==> src/rtl/sio_cfg_pkg.sv <==
package sio_cfg_pkg;

   localparam int unsigned CFG_DW = 8;

   // indices whose stored byte feeds the decoded outputs
   localparam logic [7:0] IX_DEVID = 8'hE0;
   localparam logic [7:0] IX_FSEL  = 8'hE2;
   localparam logic [7:0] IX_FDC   = 8'hE3;
   localparam logic [7:0] IX_PAR   = 8'hE6;
   localparam logic [7:0] IX_SER0  = 8'hE7;

   // first index that holds state; everything below reads zero
   localparam logic [7:0] WIN_LO   = 8'hE0;

   typedef enum logic {OFF_INDEX = 1'b0, OFF_DATA = 1'b1} cfg_off_e;

   function automatic logic is_read_only(input logic [7:0] ix);
      logic ro;
      ro = 1'b0;
      if (ix < 8'hE0) ro = 1'b1;
      case (ix)
         8'hE0, 8'hE4, 8'hE5, 8'hF3, 8'hF5, 8'hF7: ro = 1'b1;
         default: ;
      endcase
      if (ix >= 8'hE9 && ix <= 8'hED) ro = 1'b1;
      if (ix >= 8'hF9 && ix <= 8'hFB) ro = 1'b1;
      if (ix >= 8'hFD) ro = 1'b1;
      return ro;
   endfunction

   function automatic logic [7:0] write_mask(input logic [7:0] ix);
      case (ix)
         8'hE2:        return 8'h1F;
         8'hE3:        return 8'hFC;
         8'hE7, 8'hE8: return 8'hFE;
         default:      return 8'hFF;
      endcase
   endfunction

   function automatic logic [7:0] reset_value(input logic [7:0] ix);
      case (ix)
         8'hE0:   return 8'h3C;
         8'hE2:   return 8'h0F;
         8'hE3:   return 8'hFC;
         8'hE6:   return 8'hDE;
         8'hE7:   return 8'hFE;
         8'hE8:   return 8'hBE;
         default: return 8'h00;
      endcase
   endfunction

endpackage

==> src/rtl/sio_cfg_index.sv <==
module sio_cfg_index
   import sio_cfg_pkg::*;
(
   input  logic              clk,
   input  logic              rst_n,
   input  logic              load,
   input  logic [CFG_DW-1:0] load_val,
   output logic [CFG_DW-1:0] idx_q
);

   always_ff @(posedge clk) begin
      if (!rst_n) begin
         idx_q <= '0;
      end else if (load) begin
         idx_q <= load_val;
      end
   end

endmodule

==> src/rtl/sio_cfg_regfile.sv <==
module sio_cfg_regfile
   import sio_cfg_pkg::*;
#(
   parameter logic [7:0] BASE_IX = WIN_LO
) (
   input  logic                              clk,
   input  logic                              rst_n,
   input  logic                              wr,
   input  logic [CFG_DW-1:0]                 idx,
   input  logic [CFG_DW-1:0]                 wdata,
   output logic [CFG_DW-1:0]                 rd_byte,
   output logic [256-BASE_IX-1:0][CFG_DW-1:0] win_q
);

   localparam int unsigned DEPTH = 256 - BASE_IX;
   localparam int unsigned AW    = $clog2(DEPTH);

   logic [CFG_DW-1:0] rel_ix;
   logic              in_win;

   assign rel_ix = idx - BASE_IX;
   assign in_win = (idx >= BASE_IX);

   for (genvar k = 0; k < DEPTH; k++) begin : g_ent
      localparam logic [7:0] ADDR = BASE_IX + 8'(k);
      localparam logic       RO   = is_read_only(ADDR);
      localparam logic [7:0] MSK  = write_mask(ADDR);
      localparam logic [7:0] RV   = reset_value(ADDR);

      if (RO) begin : g_const
         assign win_q[k] = RV;
      end else begin : g_store
         logic [CFG_DW-1:0] ent_q;
         always_ff @(posedge clk) begin
            if (!rst_n) begin
               ent_q <= RV;
            end else if (wr && idx == ADDR) begin
               ent_q <= wdata & MSK;
            end
         end
         assign win_q[k] = ent_q;
      end
   end

   always_comb begin
      rd_byte = '0;
      if (in_win) begin
         rd_byte = win_q[rel_ix[AW-1:0]];
      end
   end

endmodule

==> src/rtl/sio_cfg_decode.sv <==
module sio_cfg_decode
   import sio_cfg_pkg::*;
#(
   parameter int unsigned IO_W       = 10,
   parameter int unsigned BASE_SHIFT = 2,
   parameter int unsigned SER_CNT    = 2,
   parameter logic [7:0]  BASE_IX    = WIN_LO
) (
   input  logic [256-BASE_IX-1:0][CFG_DW-1:0] win_q,
   output logic                              par_en,
   output logic [IO_W-1:0]                   par_base,
   output logic [SER_CNT-1:0]                ser_en,
   output logic [SER_CNT*IO_W-1:0]           ser_base,
   output logic                              fdc_en,
   output logic [IO_W-1:0]                   fdc_base
);

   localparam int unsigned FSEL_SLOT = IX_FSEL - BASE_IX;
   localparam int unsigned FDC_SLOT  = IX_FDC  - BASE_IX;
   localparam int unsigned PAR_SLOT  = IX_PAR  - BASE_IX;
   localparam int unsigned SER_SLOT  = IX_SER0 - BASE_IX;

   logic [CFG_DW-1:0] fsel;
   assign fsel = win_q[FSEL_SLOT];

   // both low select bits set means the parallel port is off
   assign par_en   = ~(&fsel[1:0]);
   assign fdc_en   = fsel[4];
   assign par_base = {win_q[PAR_SLOT], {BASE_SHIFT{1'b0}}};
   assign fdc_base = {win_q[FDC_SLOT], {BASE_SHIFT{1'b0}}};

   for (genvar i = 0; i < SER_CNT; i++) begin : g_ser
      assign ser_en[i] = fsel[i+2];
      assign ser_base[i*IO_W +: IO_W] = {win_q[SER_SLOT+i], {BASE_SHIFT{1'b0}}};
   end

endmodule

==> src/rtl/sio_cfg_port.sv <==
module sio_cfg_port
   import sio_cfg_pkg::*;
#(
   parameter int unsigned IO_W       = 10,
   parameter int unsigned BASE_SHIFT = 2,
   parameter int unsigned SER_CNT    = 2
) (
   input  logic                    clk,
   input  logic                    rst_n,
   input  logic                    port_en,
   input  logic                    acc_valid,
   input  logic                    acc_wr,
   input  logic                    acc_off,
   input  logic [7:0]              acc_wdata,
   output logic [7:0]              acc_rdata,
   output logic                    par_en,
   output logic [IO_W-1:0]         par_base,
   output logic [SER_CNT-1:0]      ser_en,
   output logic [SER_CNT*IO_W-1:0] ser_base,
   output logic                    fdc_en,
   output logic [IO_W-1:0]         fdc_base
);

   localparam int unsigned WIN_DEPTH = 256 - WIN_LO;
   localparam logic [7:0]  RD_IDLE   = 8'hFF;

   if (IO_W != CFG_DW + BASE_SHIFT) begin : g_bad_width
      $error("sio_cfg_port: IO_W must equal 8 + BASE_SHIFT");
   end
   if (SER_CNT < 1 || SER_CNT > 2) begin : g_bad_ser
      $error("sio_cfg_port: SER_CNT must be 1 or 2");
   end

   logic                              acc_go;
   logic                              idx_ld;
   logic                              data_wr;
   logic [CFG_DW-1:0]                 idx_q;
   logic [CFG_DW-1:0]                 win_rd;
   logic [WIN_DEPTH-1:0][CFG_DW-1:0]  win_q;

   assign acc_go  = acc_valid & port_en;
   assign idx_ld  = acc_go & acc_wr & (acc_off == OFF_INDEX);
   assign data_wr = acc_go & acc_wr & (acc_off == OFF_DATA);

   sio_cfg_index u_index (
      .clk      (clk),
      .rst_n    (rst_n),
      .load     (idx_ld),
      .load_val (acc_wdata),
      .idx_q    (idx_q)
   );

   sio_cfg_regfile #(
      .BASE_IX (WIN_LO)
   ) u_regs (
      .clk     (clk),
      .rst_n   (rst_n),
      .wr      (data_wr),
      .idx     (idx_q),
      .wdata   (acc_wdata),
      .rd_byte (win_rd),
      .win_q   (win_q)
   );

   sio_cfg_decode #(
      .IO_W       (IO_W),
      .BASE_SHIFT (BASE_SHIFT),
      .SER_CNT    (SER_CNT),
      .BASE_IX    (WIN_LO)
   ) u_dec (
      .win_q    (win_q),
      .par_en   (par_en),
      .par_base (par_base),
      .ser_en   (ser_en),
      .ser_base (ser_base),
      .fdc_en   (fdc_en),
      .fdc_base (fdc_base)
   );

   always_comb begin
      if (!port_en) begin
         acc_rdata = RD_IDLE;
      end else if (acc_off == OFF_INDEX) begin
         acc_rdata = idx_q;
      end else if (idx_q == '0) begin
         acc_rdata = '0;
      end else begin
         acc_rdata = win_rd;
      end
   end

endmodule

==> config.mk <==
export PLATFORM = sky130hd
export DESIGN_NAME = sio_cfg_port
export DESIGN_NICKNAME = d
export VERILOG_FILES = /design/src/rtl/sio_cfg_pkg.sv /design/src/rtl/sio_cfg_index.sv /design/src/rtl/sio_cfg_regfile.sv /design/src/rtl/sio_cfg_decode.sv /design/src/rtl/sio_cfg_port.sv
export SDC_FILE = /design/constraint.sdc
export NUM_CORES = 1
export LEC_CHECK = 0
export BUFFER_PORTS_ARGS = -buffer_cell sky130_fd_sc_hd__clkbuf_2
export CAP_MARGIN = 40
export CORE_ASPECT_RATIO = 0.9
export CORE_MARGIN = 2
export CORE_UTILIZATION = 59
export DETAILED_ROUTE_END_ITERATION = 8
export PLACE_DENSITY = 0.77
export SETUP_SLACK_MARGIN = 0.4
export SLEW_MARGIN = 20
export SYNTH_ARGS = -nofsm -noshare
export SYNTH_HDL_FRONTEND = slang
export SYNTH_SLANG_ARGS = --single-unit
==> constraint.sdc <==
create_clock -name clk -period 2.2 [get_ports clk]
set_clock_uncertainty 0.05 [all_clocks]
set_input_delay 0.11 -clock clk [delete_from_list [all_inputs] [get_ports clk]]
set_output_delay 0.11 -clock clk [all_outputs]
set_load 0.005 [all_outputs]
# After elaboration in Yosys (flattened, before gate mapping)
# Cells that the tools add are included.
dict set report classes {
  add_sub_neg 1
  order_cmp 2
  n_eq_ne 15
  muxes 6
  bitwise_logic 6
  reduce_logical 17
}
# cell n
set op_table {}
lappend op_table {{$eq 8x8->1 const B} 15}
lappend op_table {{$bmux 8 s5} 1}
lappend op_table {{$mux 8} 5}
lappend op_table {{$logic_and 1x1->1} 15}
lappend op_table {{$ge 8x8->1 const B} 1}
lappend op_table {{$logic_not 8->1} 1}
lappend op_table {{$lt 5x6->1 const B} 1}
lappend op_table {{$sub 5x1->5 const B} 1}
lappend op_table {{$and 1x1->1} 4}
lappend op_table {{$not 1->1} 2}
lappend op_table {{$reduce_and 2->1} 1}
dict set report totals {
  reg_bits 121
  in_bits 14
  output_inout_bits 52
}

# Logic depth before layout (Yosys ltp)
# Gate-level depths: netlist of the first run.
dict set report depth {
  depth_word 7
  ltp_mapped 8
  ltp_nobuf 5
}

# Modules after synthesis
# From an unflattened synthesis of the first run, not the netlist that was laid out.
dict set report unflattened {
  hier_cells 767
  area_unflattened_um2 7383.3
}
# mod n_inst cells_per_inst area_per_inst_um2 seq_area_each_um2
set by_module_without_submodules {}
lappend by_module_without_submodules {sio_cfg_regfile 1 665 6555.0 2262.2}
lappend by_module_without_submodules {sio_cfg_decode 1 45 330.3 0.0}
lappend by_module_without_submodules {sio_cfg_index 1 25 301.5 160.2}
lappend by_module_without_submodules {sio_cfg_port 1 32 196.4 0.0}

# Worst setup path before layout of the first run
# OpenSTA, ideal clock, no wires.
dict set report synth_path {
  path_kind {register to register}
  start {register u_index.idx_q[0]}
  end {register u_regs.g_ent[8].g_store.ent_q[2]}
  setup_time_ns 0.129
  arrival_ns 1.715
  required_ns 2.021
  path_slack_ns 0.305
  stages_incl_launch_ff 7
  path_buffers 2
  cell_sequence {dfxtp_1 > clkbuf_1 > nor4b_2 > and3_1 > buf_2 > mux2i_1 > nand2_1}
}
dict set report synth_via {
  elab_chain_len 2
}
# item line_no
set synth_rtl {}
lappend synth_rtl {{start, declared} sio_cfg_index.sv:8} ;# output logic [CFG_DW-1:0] idx_q
lappend synth_rtl {{start signal, assigned} sio_cfg_index.sv:15} ;# idx_q <= load_val;
lappend synth_rtl {{$eq 8x8->1} sio_cfg_regfile.sv:37} ;# end else if (wr && idx == ADDR) begin
lappend synth_rtl {{$logic_and 1x1->1} sio_cfg_regfile.sv:37}
lappend synth_rtl {{end signal, assigned} sio_cfg_regfile.sv:38} ;# ent_q <= wdata & MSK;
lappend synth_rtl {{end, declared} sio_cfg_regfile.sv:33} ;# logic [CFG_DW-1:0] ent_q;
# Every way passes these cells.
# A chain may end at the register's enable or synchronous reset.

# Worst setup path in the final report of the first run
dict set report layout_path {
  start {register u_index.idx_q[3]}
  end {output acc_rdata[0]}
}
dict set report layout_via {
  elab_chain_len 7
  elab_cells_between_ends 9
  cone_classes {add/sub: 1; order compare: 1; mux: 6; reduce/logical: 1}
}
# item line_no
set layout_rtl {}
lappend layout_rtl {{$sub 5x1->5} sio_cfg_regfile.sv:21} ;# assign rel_ix = idx - BASE_IX;
lappend layout_rtl {{$bmux 8 s5} sio_cfg_regfile.sv:48} ;# rd_byte = win_q[rel_ix[AW-1:0]];
lappend layout_rtl {{$mux 8 (not written as such)} sio_cfg_regfile.sv:48}
lappend layout_rtl {{$mux 8} sio_cfg_regfile.sv:47} ;# if (in_win) begin
lappend layout_rtl {{$mux 8 *} sio_cfg_port.sv:85} ;# end else if (idx_q == '0) begin
lappend layout_rtl {{$mux 8 *} sio_cfg_port.sv:83} ;# end else if (acc_off == OFF_INDEX) begin
lappend layout_rtl {{$mux 8 *} sio_cfg_port.sv:81} ;# if (!port_en) begin
lappend layout_rtl {{end, declared} sio_cfg_port.sv:15} ;# output logic [7:0] acc_rdata,
# Mark *: on every way between the ends. The rest lies on a longest branch, timed or not. The select of a mux whose other input is x is not followed.

==> results of run 1 <==
[cell usage in the layout (no fill, tap or decap), drive strengths merged, types with 3 or more instances in the layout]
| master | instances |
|---|---|
| a2111oi | 4 |
| a21boi | 34 |
| a21oi | 11 |
| a221oi | 3 |
| a22oi | 7 |
| a31oi | 4 |
| and2 | 4 |
| and3 | 4 |
| buf | 70 |
| clkbuf | 71 |
| clkinv | 3 |
| clkinvlp | 5 |
| conb | 12 |
| dfxtp | 121 |
| inv | 4 |
| mux2 | 4 |
| mux2i | 73 |
| mux4 | 7 |
| nand2 | 124 |
| nand2b | 4 |
| nand3 | 42 |
| nor2 | 8 |
| nor2b | 43 |
| nor3 | 12 |
| o211ai | 3 |
| o21ai | 33 |
| or3 | 3 |
[path summary, 6_finish.rpt]
path / from / end
min: rst_n / u_regs.g_ent[24].g_store.ent_q[6]
min reg2reg: u_regs.g_ent[24].g_store.ent_q[6] / u_regs.g_ent[24].g_store.ent_q[6]
max: u_index.idx_q[3] / acc_rdata[0]
max reg2reg: u_index.idx_q[3] / u_regs.g_ent[22].g_store.ent_q[3]
[what timing repair did]
item,4_1_cts,5_1_grt
pin swaps,16,17
setup buffers,13,8
setup endpoints to repair,89,95
gates resized for setup,61,60
[report_power, final]
group	switching (uW)	leakage, uW	total, uW	internal, uW
Clock	974	0.000248	2530	1560
Sequential	6.59	0.000981	2200	2190
Combinational	182	0.00149	295	112
[sequential cells by signal, indices dropped and copies added (netlist names)]
signal                      flops
u_index.idx_q                   8
u_regs.g_ent.g_store.ent_q    113
[area by class of cell]
cell class / count / area, um2 / area share [%]
multi-input combinational: 472 / 3390 / 45.4
timing repair buffer: 119 / 911 / 12.2
inverter: 5 / 22.5 / 0.302
sequential: 121 / 2450 / 32.8
tap: 126 / 158 / 2.12
clock buffer: 22 / 454 / 6.09
clock inverter: 8 / 75.1 / 1.01
[through the flow]
stage | total power, uW | TNS [ns] | utilization (%)
finish | 5030 | -0.582 | 76.2
global placement | 2490 | 0 | 64.8
global route | 5140 | -1.02 | 76.2
floorplan | 2410 | 0 | -
CTS | 5000 | -0.231 | 73.4
detailed placement | 2490 | -0.0465 | 64.8
[cell families (layout without fill, tap and decap cells)]
family                 Yosys count  after routing  share of synthesized area, %
AOI/OAI and AO/OA              119            119                          13.4
DFF                            121            121                          40.2
other                            1             12                        0.0623
buffers and inverters           97            154                          9.04
and+or+nand+nor                257            257                          21.8
muxes                           84             84                          15.5
[metal layers]
| metal | track usage (%) | vias to the layer above | part of all wire [%] |
|---|---|---|---|
| met1 | 44.1 | 2540 | 41 |
| li1 | - | 2432 | - |
| met3 | 7.00 | 63 | 11 |
| met5 | 0 | - | 0 |
| met2 | 50.4 | 351 | 45 |
| met4 | 13.1 | 0 | 2.7 |
==> results.sh, run 1 <==
export IMPL_critPathArrivalTime_ns=2.18
export IMPL_place_area_mm2=0.00634
export IMPL_grt_overflow_total=0
export IMPL_fin_nets=750
export IMPL_n_antenna_cell=0
export IMPL_avgRoutedWirePerCell_um=20.8
export IMPL_die_h_um=99.8
export IMPL_ys_warn_count=0
export IMPL_gr_usage_all_layers_pct=32.3
export IMPL_wl_um=18200
export IMPL_grt_pass1_wl_um=27400
export IMPL_coreArea_mm2=0.00978
export IMPL_tightest_slew_ns=0.736
export IMPL_synth_area_leaders="dfxtp_1 (40%), mux2i_1 (12%), nand2_1 (7.7%)"
export IMPL_max_cap_violations=0
export IMPL_cpMostUsedCell="a31oi_1"
export IMPL_ctsHtreeMaxLevel=4
export IMPL_final_setup_viol_count=7
export IMPL_syn_area_mm2=0.00602
export IMPL_drt_first_pass_iters=8
export IMPL_critical_path_peak_fanout=7
export IMPL_required_ns=2.04
export IMPL_grt_start_max_net_pins=41
export IMPL_powerDensity_mw_per_mm2=674
export IMPL_post_route_min_period_ns=2.34
export IMPL_vias=5386
export IMPL_synth_cell_types=57
export IMPL_cts_path_max_buffers=2
export IMPL_clk_pin_slew_ns=0.05
export IMPL_yosysTopAreaCellShare_pct=40.2
export IMPL_cpLargestDelayFamily="compound AO/OA/AOI/OAI gates"
export IMPL_hold_violations=0
export IMPL_hp_class="in -> reg"
export IMPL_violations="negative setup slack"
export IMPL_fmax_mhz=427
export IMPL_rows=34
export IMPL_clkSinkCount=121
export IMPL_cp_buffers_inverters=2
export IMPL_fill_cells=670
export IMPL_cp_depth=7
export IMPL_drc=0
export IMPL_antenna_found_initial=0
export IMPL_holdWs_ns=0.0878
export IMPL_drt_iter0_markers=683
export IMPL_synth_edf_count=0
export IMPL_ys_seq_area_share_pct=40.2
export IMPL_peakVddDrop_mv=0.727
export IMPL_place_ws_ns=-0.0465
export IMPL_drv_slew=0
export IMPL_clock_root_buffer="clkbuf_16"
export IMPL_hpwl_um=12000
export IMPL_avgSynthCellArea_um2=8.87
export IMPL_rsz0062_at_grt="true"
export IMPL_io_pins=66
export IMPL_dieArea_mm2=0.0110
export IMPL_path_class="reg -> out"
export IMPL_portBuffers=53
export IMPL_synth_largest_area_cell="dfxtp_1"
export IMPL_layout_setup_ws_ns=-0.144
export IMPL_antenna_left=0
export IMPL_dieWidth_um=110
export IMPL_fin_area_mm2=0.00745
export IMPL_max_slew_margin_pct=50.7
export IMPL_min_path_cells=2
export IMPL_slowest_delay_ns=0.44
export IMPL_power_leakage_uw=0.00272
export IMPL_via_per_inst=6.17
export IMPL_fin_crit_sh_pct=107
export IMPL_async_reset_ff_share_pct=0
export IMPL_synth_top_flop_cell="dfxtp_1"
export IMPL_worstSkewPairLatency_ns=0.41
export IMPL_grt_pass1_vias=4907
export IMPL_cts_tree="built"
export IMPL_worstSetupEndpointType="output pin"
export IMPL_drive_above_1_share_pct=30.3
export IMPL_critical_path_slowest_cell="dfxtp_4"
export IMPL_synth_most_common_cell="nand2_1"
export IMPL_dpl_cell_count=822
export IMPL_cp_cell_sequence="mux2_2 -> a31oi_1 -> o21ai_0 -> a31oi_1 -> o311ai_2 -> buf_4 -> clkbuf_2"
export IMPL_start_kind="flip-flop"
export IMPL_gp_congestion=1.03
export IMPL_initial_core_util_pct=61.5
export IMPL_numCtsBuffers=17
export IMPL_ff2ff_setup_slack_ns=0.35
export IMPL_syn_to_final_growth_pct=23.8
export IMPL_status="finished with violations"
export IMPL_finalNonFillerCells=873
export IMPL_syn_inst=679
export IMPL_synth_common_cells="nand2_1 (124), dfxtp_1 (121), mux2i_1 (73), nor2b_1 (43)"
export IMPL_cts_hold_buffers=0
export IMPL_ys_ff_latch=121
export IMPL_r2r_cells=7
Power figures use the tool's default switching activity.
==> inputs of run 2 (changes only) <==
--- a/config.mk
+++ b/config.mk
@@ -5,6 +5,7 @@
 export SDC_FILE = /design/constraint.sdc
 export NUM_CORES = 1
 export LEC_CHECK = 0
+export ABC_AREA = 1
 export BUFFER_PORTS_ARGS = -buffer_cell sky130_fd_sc_hd__clkbuf_2
 export CAP_MARGIN = 40
 export CORE_ASPECT_RATIO = 0.9
==> run 2 against run 1 <==
The run still ends with negative setup slack left. Sequential cell count is the same. Clock power is essentially flat. Setup slack gained 0.023 ns. Count of clock-buffer cells in the layout shrank 3. Cell count grew 15%. Via count grew 8.7%. Global-route usage grew 4.1 points. Synthesized cell count grew 16%. Sequential share of layout area grew 0.88 points. Combinational power grew 23%. Utilization shrank 1.3 points. Wire length grew 6.8%. Largest power group unchanged.
==> results.sh, run 2 <==
export IMPL_clock_root_buffer="clkbuf_8"
export IMPL_syn_area_mm2=0.00585
export IMPL_synthAdderAreaFrac_pct=0
export IMPL_grt_overflow_total=0
export IMPL_tightest_slew_ns=0.552
export IMPL_peakVddDrop_mv=0.758
export IMPL_drc=0
export IMPL_ctsHtreeMaxLevel=4
export IMPL_powerDensity_mw_per_mm2=705
export IMPL_coreArea_mm2=0.00966
export IMPL_hpwl_um=12400
export IMPL_worstSetupEndpointType="output pin"
export IMPL_fin_crit_sh_pct=105
export IMPL_yosysTopAreaCellShare_pct=41.4
export IMPL_layout_setup_ws_ns=-0.121
export IMPL_mostFrequentLayoutCells="nand2_1 (133), dfxtp_1 (117), a21oi_1 (103), o21ai_0 (91), inv_1 (70)"
export IMPL_hp_class="in -> reg"
export IMPL_grt_pass1_wl_um=29100
export IMPL_synth_edf_count=0
export IMPL_synth_cell_types=35
export IMPL_wl_um=19400
export IMPL_post_route_min_period_ns=2.32
export IMPL_syn_inst=791
export IMPL_fmax_mhz=431
export IMPL_required_ns=2.04
export IMPL_via_per_inst=5.85
export IMPL_antenna_left=0
export IMPL_path_class="reg -> out"
export IMPL_portBuffers=53
export IMPL_start_kind="flip-flop"
export IMPL_largest_register_ffs=113
export IMPL_synth_most_common_cell="nand2_1"
export IMPL_async_reset_ff_share_pct=0
export IMPL_n_antenna_cell=0
export IMPL_fin_nets=877
export IMPL_initial_core_util_pct=60.6
export IMPL_avgRoutedWirePerCell_um=19.4
export IMPL_biggestRegsByFlops="u_regs.g_ent.g_store.ent_q: 113 flops, u_index.idx_q: 8 flops"
export IMPL_hold_violations=0
export IMPL_dieArea_mm2=0.0107
export IMPL_rows=34
export IMPL_synth_largest_area_cell="dfxtp_1"
export IMPL_avgSynthCellArea_um2=7.39
export IMPL_die_h_um=98.5
export IMPL_clk_pin_slew_ns=0.06
export IMPL_gp_congestion=0.989
export IMPL_gr_usage_all_layers_pct=36.3
export IMPL_drt_first_pass_iters=5
export IMPL_critical_path_peak_fanout=6
export IMPL_dieWidth_um=109
export IMPL_place_area_mm2=0.00591
export IMPL_max_cap_violations=0
export IMPL_synth_area_leaders="dfxtp_1 (41%), nand2_1 (9.9%), a21oi_1 (9.0%)"
export IMPL_fill_cells=721
export IMPL_ys_warn_count=0
export IMPL_antenna_found_initial=0
export IMPL_cts_tree="built"
export IMPL_ys_ff_latch=121
export IMPL_drive_above_1_share_pct=26.5
export IMPL_vias=5853
export IMPL_place_ws_ns=0.206
export IMPL_cts_path_max_buffers=2
export IMPL_drv_slew=0
export IMPL_status="finished with violations"
export IMPL_synth_top_family_by_area="compound AO/OA/AOI/OAI gates"
export IMPL_violations="negative setup slack"
export IMPL_critPathArrivalTime_ns=2.16
export IMPL_worstSkewPairLatency_ns=0.53
export IMPL_clkSinkCount=121
export IMPL_power_leakage_uw=0.00319
export IMPL_fin_area_mm2=0.00723
export IMPL_synth_compound_area_share_pct=24.3
export IMPL_holdWs_ns=0.106
export IMPL_grt_pass1_vias=5245
export IMPL_synth_simple_area_share_pct=19.7
export IMPL_ys_seq_area_share_pct=41.4
export IMPL_layout_commonest_cell="nand2_1"
export IMPL_final_setup_viol_count=5
export IMPL_synth_top_flop_cell="dfxtp_1"
export IMPL_numCtsBuffers=17
export IMPL_final_util_pct=74.9
export IMPL_max_slew_margin_pct=63.0
export IMPL_io_pins=66
export IMPL_syn_to_final_growth_pct=23.6
export IMPL_synth_common_cells="nand2_1 (154), dfxtp_1 (121), a21oi_1 (105), o21ai_0 (104), inv_1 (73)"
export IMPL_drt_iter0_markers=634
export IMPL_rsz0062_at_grt="true"
export IMPL_muxShareOfSynthArea_pct=0
export IMPL_top_register="u_regs.g_ent.g_store.ent_q"
export IMPL_grt_start_max_net_pins=53
export IMPL_synth_xor_area_share_pct=0
-- run 2: critical path, cell delays in order, from the launching register on --
cell and delay [ns]:
dfxtp_4 0.41, buf_6 0.14, nor2_4 0.04, buf_12 0.14, nand2_4 0.09, inv_4 0.06
nand2_1 0.06, nand2_1 0.06, nor2_1 0.15, nand3_1 0.16, nand3_2 0.13, nand2_2 0.07
clkbuf_2 0.12
-- run 2: path summary, 6_finish.rpt --
check / startpoint / endpoint / slack (ns) / cells past startpoint
max reg2reg: u_index.idx_q[7] / u_regs.g_ent[20].g_store.ent_q[2] / 0.45 / 10
min: acc_off / u_index.idx_q[3] / 0.11 / 4
min reg2reg: u_regs.g_ent[28].g_store.ent_q[1] / u_regs.g_ent[28].g_store.ent_q[1] / 0.40 / 2
max: u_index.idx_q[0] / acc_rdata[1] / -0.12 / 12
-- run 2: report_power, final --
part | internal, uW | switching (uW) | total [uW]
sequential | 2190 | 10.8 | 2200
combinational | 122 | 240 | 362
clock | 1510 | 1030 | 2530
total | 3830 | 1280 | 5100
-- run 2: cell type report --
class	count	area [um2]	area share (%)
clock buffers	19	432	5.97
repair buffers	120	923	12.8
inverters	85	347	4.79
flip-flops and latches	121	2440	33.7
well taps	126	158	2.18
multi-input cells	518	2830	39.2
clock inverters	12	104	1.44
-- run 2: metal layers --
metal  global-route usage, %  share of wire [%]
met1                    49.9                 42
met2                    54.1                 45
met4                    13.9                3.9
met3                    10.3                9.3
met5                       0                  0
-- run 2: cells by family after synthesis --
| kind of cell | count (synthesis) |
|---|---|
| AO/OA/AOI/OAI | 258 |
| buffers and inverters | 163 |
| flip-flops | 121 |
| other | 1 |
| AND/OR/NAND/NOR | 248 |
-- run 2: what timing repair did --
action	CTS	global route
pin swaps	17	15
gates cloned	0	0
endpoints found under the setup margin	68	76
setup buffers	25	18
resized for setup	64	36
endpoints found under the hold margin	37	0
hold buffers	9	0
-- run 2: metrics by stage --
stage / setup TNS [ns] / total power (uW) / instances
after floorplan: 0 / 2420 / 802
after global placement: 0 / 2520 / 918
after detailed placement: 0 / 2520 / 918
after CTS: 0 / 5060 / 983
after global routing: -0.839 / 5220 / 1001
final: -0.272 / 5100 / 1001
